==> config.mk <==
export PLATFORM = sky130hd
export DESIGN_NAME = scl_timeout_mon
export DESIGN_NICKNAME = d
export VERILOG_FILES = /design/src/rtl/scl_to_pkg.sv /design/src/rtl/scl_to_sync.sv /design/src/rtl/scl_to_prescale.sv /design/src/rtl/scl_to_chan.sv /design/src/rtl/scl_timeout_mon.sv
export SDC_FILE = /design/constraint.sdc
export NUM_CORES = 1
export LEC_CHECK = 0
export ABC_CLOCK_PERIOD_IN_PS = 2700
export CORE_MARGIN = 1
export CORE_UTILIZATION = 55
export CTS_BUF_LIST = sky130_fd_sc_hd__clkbuf_8
export DETAILED_ROUTE_END_ITERATION = 8
export PLACE_DENSITY = 0.8
export REMOVE_ABC_BUFFERS = 1
export SETUP_SLACK_MARGIN = 0.1
export SLEW_MARGIN = 20
export SYNTH_ARGS = -nofsm -noshare
export SYNTH_HDL_FRONTEND = slang
export SYNTH_SLANG_ARGS = --single-unit
==> constraint.sdc <==
create_clock -name clk -period 2.7 [get_ports clk]
set_input_delay 0.81 -clock clk [delete_from_list [all_inputs] [get_ports clk]]
set_output_delay 0.81 -clock clk [all_outputs]
set_load 0.005 [all_outputs]
==> src/rtl/scl_to_pkg.sv <==
package scl_to_pkg;
  localparam int TICK_MUL = 12;
  localparam int NUM_CHAN = 2;

  function automatic logic [11:0] load_of(input logic [7:0] lim);
    return {lim, 4'h0};
  endfunction
endpackage

==> src/rtl/scl_to_sync.sv <==
module scl_to_sync #(
  parameter int WIDTH = 2
) (
  input  logic             clk,
  input  logic             rst_n,
  input  logic [WIDTH-1:0] d_in,
  output logic [WIDTH-1:0] d_out
);
  for (genvar i = 0; i < WIDTH; i++) begin : g_bit
    logic stg1_q, stg2_q;
    always_ff @(posedge clk or negedge rst_n) begin
      if (!rst_n) begin
        stg1_q <= 1'b1;
        stg2_q <= 1'b1;
      end else begin
        stg1_q <= d_in[i];
        stg2_q <= stg1_q;
      end
    end
    assign d_out[i] = stg2_q;
  end
endmodule

==> src/rtl/scl_to_prescale.sv <==
module scl_to_prescale #(
  parameter int PRE_W = 12
) (
  input  logic             clk,
  input  logic             rst_n,
  input  logic             restart,
  input  logic [PRE_W-1:0] top,
  output logic             tick
);
  logic [PRE_W-1:0] cnt_q, cnt_n;
  logic             at_top;

  always_comb begin
    at_top = (cnt_q == top);
    tick   = !restart && at_top;
    if (restart)     cnt_n = '0;
    else if (at_top) cnt_n = '0;
    else             cnt_n = cnt_q + 1'b1;
  end

  always_ff @(posedge clk or negedge rst_n) begin
    if (!rst_n) cnt_q <= '0;
    else        cnt_q <= cnt_n;
  end
endmodule

==> src/rtl/scl_to_chan.sv <==
module scl_to_chan #(
  parameter int   CNT_W   = 12,
  parameter int   LIM_W   = 8,
  parameter int   PRE_W   = 12,
  parameter logic ACT_LVL = 1'b0
) (
  input  logic             clk,
  input  logic             rst_n,
  input  logic             scl_lvl,
  input  logic [LIM_W-1:0] lim,
  input  logic [PRE_W-1:0] pre_top,
  input  logic             clr,
  output logic             flag,
  output logic             irq
);
  localparam int PAD_W = CNT_W - LIM_W;

  logic             active, tick, enabled, expire;
  logic [CNT_W-1:0] load_val, cnt_q, cnt_n;
  logic             flag_q, flag_n, irq_q, irq_n;

  scl_to_prescale #(.PRE_W(PRE_W)) u_pre (
    .clk     (clk),
    .rst_n   (rst_n),
    .restart (!active),
    .top     (pre_top),
    .tick    (tick)
  );

  always_comb begin
    active   = (scl_lvl == ACT_LVL);
    load_val = {lim, {PAD_W{1'b0}}};
    enabled  = (lim > LIM_W'(1));
    expire   = active && tick && enabled && (cnt_q == CNT_W'(1));

    if (!active)                  cnt_n = load_val;
    else if (tick && cnt_q != '0) cnt_n = cnt_q - 1'b1;
    else                          cnt_n = cnt_q;

    flag_n = clr ? 1'b0 : (flag_q | expire);
    irq_n  = expire && !flag_q && !clr;
  end

  always_ff @(posedge clk or negedge rst_n) begin
    if (!rst_n) begin
      cnt_q  <= '0;
      flag_q <= 1'b0;
      irq_q  <= 1'b0;
    end else begin
      cnt_q  <= cnt_n;
      flag_q <= flag_n;
      irq_q  <= irq_n;
    end
  end

  assign flag = flag_q;
  assign irq  = irq_q;
endmodule

==> src/rtl/scl_timeout_mon.sv <==
module scl_timeout_mon
  import scl_to_pkg::*;
#(
  parameter int TPR_W = 8,
  parameter int LIM_W = 8,
  parameter int CNT_W = 12
) (
  input  logic             clk,
  input  logic             rst_n,
  input  logic             scl_in,
  input  logic             sda_in,
  input  logic [TPR_W-1:0] tpr,
  input  logic [LIM_W-1:0] lim_lo,
  input  logic [LIM_W-1:0] lim_hi,
  input  logic             bus_idle,
  input  logic             flag_clr,
  output logic             to_lo_flag,
  output logic             to_hi_flag,
  output logic             to_lo_irq,
  output logic             to_hi_irq,
  output logic             mon_scl,
  output logic             mon_sda
);
  localparam int PRE_W = TPR_W + 4;

  logic [1:0]          sync_out;
  logic [PRE_W-1:0]    tpr_p1, pre_top;
  logic                clr_all;
  logic [LIM_W-1:0]    lim_arr  [NUM_CHAN];
  logic [NUM_CHAN-1:0] flag_arr, irq_arr;

  scl_to_sync #(.WIDTH(2)) u_sync (
    .clk   (clk),
    .rst_n (rst_n),
    .d_in  ({sda_in, scl_in}),
    .d_out (sync_out)
  );

  always_comb begin
    tpr_p1     = PRE_W'(tpr) + 1'b1;
    pre_top    = tpr_p1 * PRE_W'(TICK_MUL) - 1'b1;
    clr_all    = bus_idle | flag_clr;
    lim_arr[0] = lim_lo;
    lim_arr[1] = lim_hi;
  end

  for (genvar c = 0; c < NUM_CHAN; c++) begin : g_chan
    scl_to_chan #(
      .CNT_W   (CNT_W),
      .LIM_W   (LIM_W),
      .PRE_W   (PRE_W),
      .ACT_LVL ((c == 0) ? 1'b0 : 1'b1)
    ) u_chan (
      .clk     (clk),
      .rst_n   (rst_n),
      .scl_lvl (sync_out[0]),
      .lim     (lim_arr[c]),
      .pre_top (pre_top),
      .clr     (clr_all),
      .flag    (flag_arr[c]),
      .irq     (irq_arr[c])
    );
  end

  assign mon_scl    = sync_out[0];
  assign mon_sda    = sync_out[1];
  assign to_lo_flag = flag_arr[0];
  assign to_hi_flag = flag_arr[1];
  assign to_lo_irq  = irq_arr[0];
  assign to_hi_irq  = irq_arr[1];
endmodule

==> flow_summary.json, run 1 <==
{
  "drive_gt1_frac": 0.3889,
  "path_delay_family": "simple AND/OR/NAND/NOR gates",
  "skew_ns": 0.01560,
  "synth_cell_type_count": 71,
  "criticalPathCategory": "input pin to flop",
  "detail-route-antenna-nets": 0,
  "timing.fmax_ghz": 0.2430,
  "violations": "negative setup slack",
  "die-area_mm2": 0.007834,
  "ios": 36,
  "cp_max_fo": 5,
  "grt_setup_unrepaired": "yes",
  "path_cells": "buf_8, ha_4, and3_4, xor2_2, ha_4, o21a_1, a21oi_4, buf_4, buf_4, a311oi_4, buf_6, buf_6, xor3_1, nand3_4, buf_6, nor4_4, or4b_4, a31oi_4",
  "start_util": 0.5675,
  "numCtsBuffers": 5,
  "setup_ws_ns": -1.416,
  "period_share": 1.524,
  "synth_seq_cells": 56,
  "ys.flop_type": "dfrtp_1",
  "slew_headroom": 0.4590,
  "rows": 31,
  "htreeDepth": 2,
  "async_flop_share": 1.000,
  "r2r_end": "g_chan[0].u_chan.cnt_q[6]",
  "portBuffers": 35,
  "hold_depth": 0,
  "routed_via_density": 6.531,
  "cts_root_buf": "clkbuf_8",
  "setup_violations": 52,
  "final_cell_mix": "86 x buf_4, 52 x dfrtp_1, 39 x nor2_1",
  "yosysSeqAreaShare": 0.3416,
  "drc": 0,
  "timing.reg2reg.setup_slack_ns": -0.07,
  "num_antenna_cells": 0,
  "cts_tree": "built",
  "core_area_mm2": 0.007253,
  "overflow": 0,
  "end_kind": "flop",
  "postSynthAreaPerCell_um2": 8.968,
  "hold_path.class": "flop to flop",
  "vias": 4526,
  "min_from": "u_sync.g_bit[0].stg1_q",
  "hold_violations": 0,
  "hold_end": "u_sync.g_bit[0].stg2_q",
  "clock-sinks": 56,
  "grt_pass1_vias": 4253,
  "power.leakage_nw": 2.603,
  "ctsHoldBuffers": 0,
  "worstMarginPinSlew_ns": 0.8065,
  "die_x_um": 88.51,
  "globalplace.congestion": 0.9314,
  "powerDensity_mw_per_mm2": 409.3,
  "syn2layout_area_growth_pct": 53.40,
  "synth_cells": 459,
  "cp_data_arrival_time_ns": 4.37,
  "synth_top_area_frac": 0.3161,
  "grt_usage": 0.3242,
  "whs_ns": 0.3653,
  "worst_ep_required_time_ns": 2.95,
  "finalNonFillerCells": 693,
  "die_h_um": 88.51,
  "synthTopCellsByArea": "dfrtp_1 32%, xnor2_1 6.2%, nor2_1 4.7%, ha_1 4.6%, xor2_1 4.0%",
  "grt_max_degree": 57,
  "ir_worst_vdd_mv": 0.3431,
  "regToRegStartpoint": "g_chan[0].u_chan.u_pre.cnt_q[10]",
  "clock_latency_ns": 0.32,
  "path_common_cell": "buf_6",
  "clk_transition_reported_paths_ns": 0.12,
  "drv_slew": 0,
  "synth_warnings": 0,
  "startpoint_type": "input pin",
  "synth_largest_area_cell": "dfrtp_1",
  "ff2ff_path_depth": 10,
  "slowest_delay_ns": 0.50,
  "post-route-util": 0.8706,
  "grt_antenna_before_repair": 0,
  "critical_path_buf_inv_count": 6,
  "mostFrequentLayoutCell": "buf_4",
  "status": "finished with violations",
  "maxCapViolations": 0,
  "synth_edf_count": 0,
  "cp_slowest_cell": "or4b_4",
  "route.final.wire_length_mm": 14.78,
  "placedCellCount": 651,
  "grt_pass1_wl_mm": 19.60,
  "final_nets": 638,
  "wire_per_inst_um": 21.33,
  "period_needed_ns": 4.116,
  "syn_area_mm2": 0.004116,
  "dp.final_hpwl_mm": 7.661,
  "first_pass_iters": 5,
  "drt_iter0_drc": 353,
  "clockBufferDepth": 2
}
==> synth_stat cells, drive strengths merged, types with 15 or more instances <==
library cell / number
and3: 16
clkbuf: 15
dfrtp: 52
ha: 15
inv: 17
nand2: 25
nand3: 30
nor2: 52
o21ai: 20
or3: 16
xnor2: 29
xor2: 19
==> worst register-to-register path, delay by kind of cell, from the launching register on <==
family / cells / cell delay (ns)
and+or+nand+nor: 3 / 1.08
AOI/OAI and AO/OA: 6 / 1.02
buffers and inverters: 1 / 0.18
DFF: 1 / 0.41
==> where the power goes <==
part | total (mW) | switching (mW) | leakage [nW] | internal, mW
Clock | 0.587 | 0.306 | 0.0548 | 0.280
Combinational | 1.08 | 0.525 | 1.83 | 0.551
Sequential | 0.923 | 0.0497 | 0.721 | 0.873
Total | 2.58 | 0.880 | 2.60 | 1.70
==> what timing repair did <==
item / 4_1_cts / 5_1_grt
buffers inserted: 22 / 12
cloned: 1 / 1
pin swaps: 62 / 58
endpoints found under the setup margin: 52 / 52
gates resized for setup: 102 / 80
==> per-stage QoR <==
stage                     area [um^2]  power (mW)  TNS [ns]  setup WS [ns]
after CTS                        5823       2.371    -57.57         -1.290
after global placement           5116       1.642   -104.66         -2.220
after detailed placement         5116       1.663   -111.40         -2.296
after global routing             6315       2.666    -69.48         -1.512
final                            6315       2.585    -64.94         -1.416
after floorplan                  4029       1.317    -76.12         -1.732
==> metal layers <==
| metal | GRT usage | wire [um] | vias to the layer above | part of all wire |
|---|---|---|---|---|
| li1 | - | - | 1954 | - |
| met1 | 0.3874 | 5553 | 2200 | 0.38 |
| met2 | 0.5776 | 7485 | 288 | 0.51 |
| met3 | 0.05037 | 995 | 84 | 0.067 |
| met4 | 0.1408 | 746 | 0 | 0.050 |
| met5 | 0 | 0 | - | 0 |
==> registers in the layout, summed over array words and instances, names as in the netlist <==
name and cells:
g_chan.u_chan.irq 2, g_chan.u_chan.cnt_q 24, g_chan.u_chan.u_pre.cnt_q 24, u_sync.g_bit.stg2_q 2, u_sync.g_bit.stg1_q 2, g_chan.u_chan.flag 2
==> cells by family (layout without fill, tap and decap cells) <==
family / count (synthesis) / after routing / share of synthesized area
multiplexers: 5 / 5 / 0.01277
AO/OA/AOI/OAI: 89 / 89 / 0.1623
flip-flops: 56 / 56 / 0.3416
AND/OR/NAND/NOR: 201 / 202 / 0.2647
buffers and inverters: 39 / 173 / 0.03769
XOR/XNOR: 54 / 54 / 0.1353
adder cells (fa/ha/maj): 15 / 15 / 0.04559
==> layout make-up <==
cell class	count	area [um^2]
clock buffers	5	68.82
clock inverters	3	46.29
fillers	325	938.4
inverters	18	67.56
multi-input cells	365	3266
flip-flops and latches	56	1406
well taps	99	123.9
repair buffers	147	1336
==> worst max path at each step <==
stage / startpoint / endpoint / slack [ns] / cells past startpoint
global placement: tpr[0] / g_chan[1].u_chan.irq / -2.22 / 15
CTS: tpr[0] / g_chan[0].u_chan.cnt_q[6] / -1.29 / 17
global route: tpr[0] / g_chan[1].u_chan.cnt_q[9] / -1.51 / 18
detailed placement: tpr[0] / g_chan[1].u_chan.irq / -2.30 / 16
floorplan: tpr[0] / g_chan[0].u_chan.cnt_q[10] / -1.73 / 12
finish: tpr[0] / g_chan[1].u_chan.cnt_q[9] / -1.42 / 18
Note: power is estimated with default switching activity, not from simulation.
==> run 2, diff against run 1 <==
--- a/config.mk
+++ b/config.mk
@@ -9,6 +9,7 @@
 export CORE_MARGIN = 1
 export CORE_UTILIZATION = 55
 export CTS_BUF_LIST = sky130_fd_sc_hd__clkbuf_8
+export CTS_CLUSTER_DIAMETER = 80
 export DETAILED_ROUTE_END_ITERATION = 8
 export PLACE_DENSITY = 0.8
 export REMOVE_ABC_BUFFERS = 1
==> results of run 2 <==
The final DEF is identical to that of run 1; final timing and power are the same.
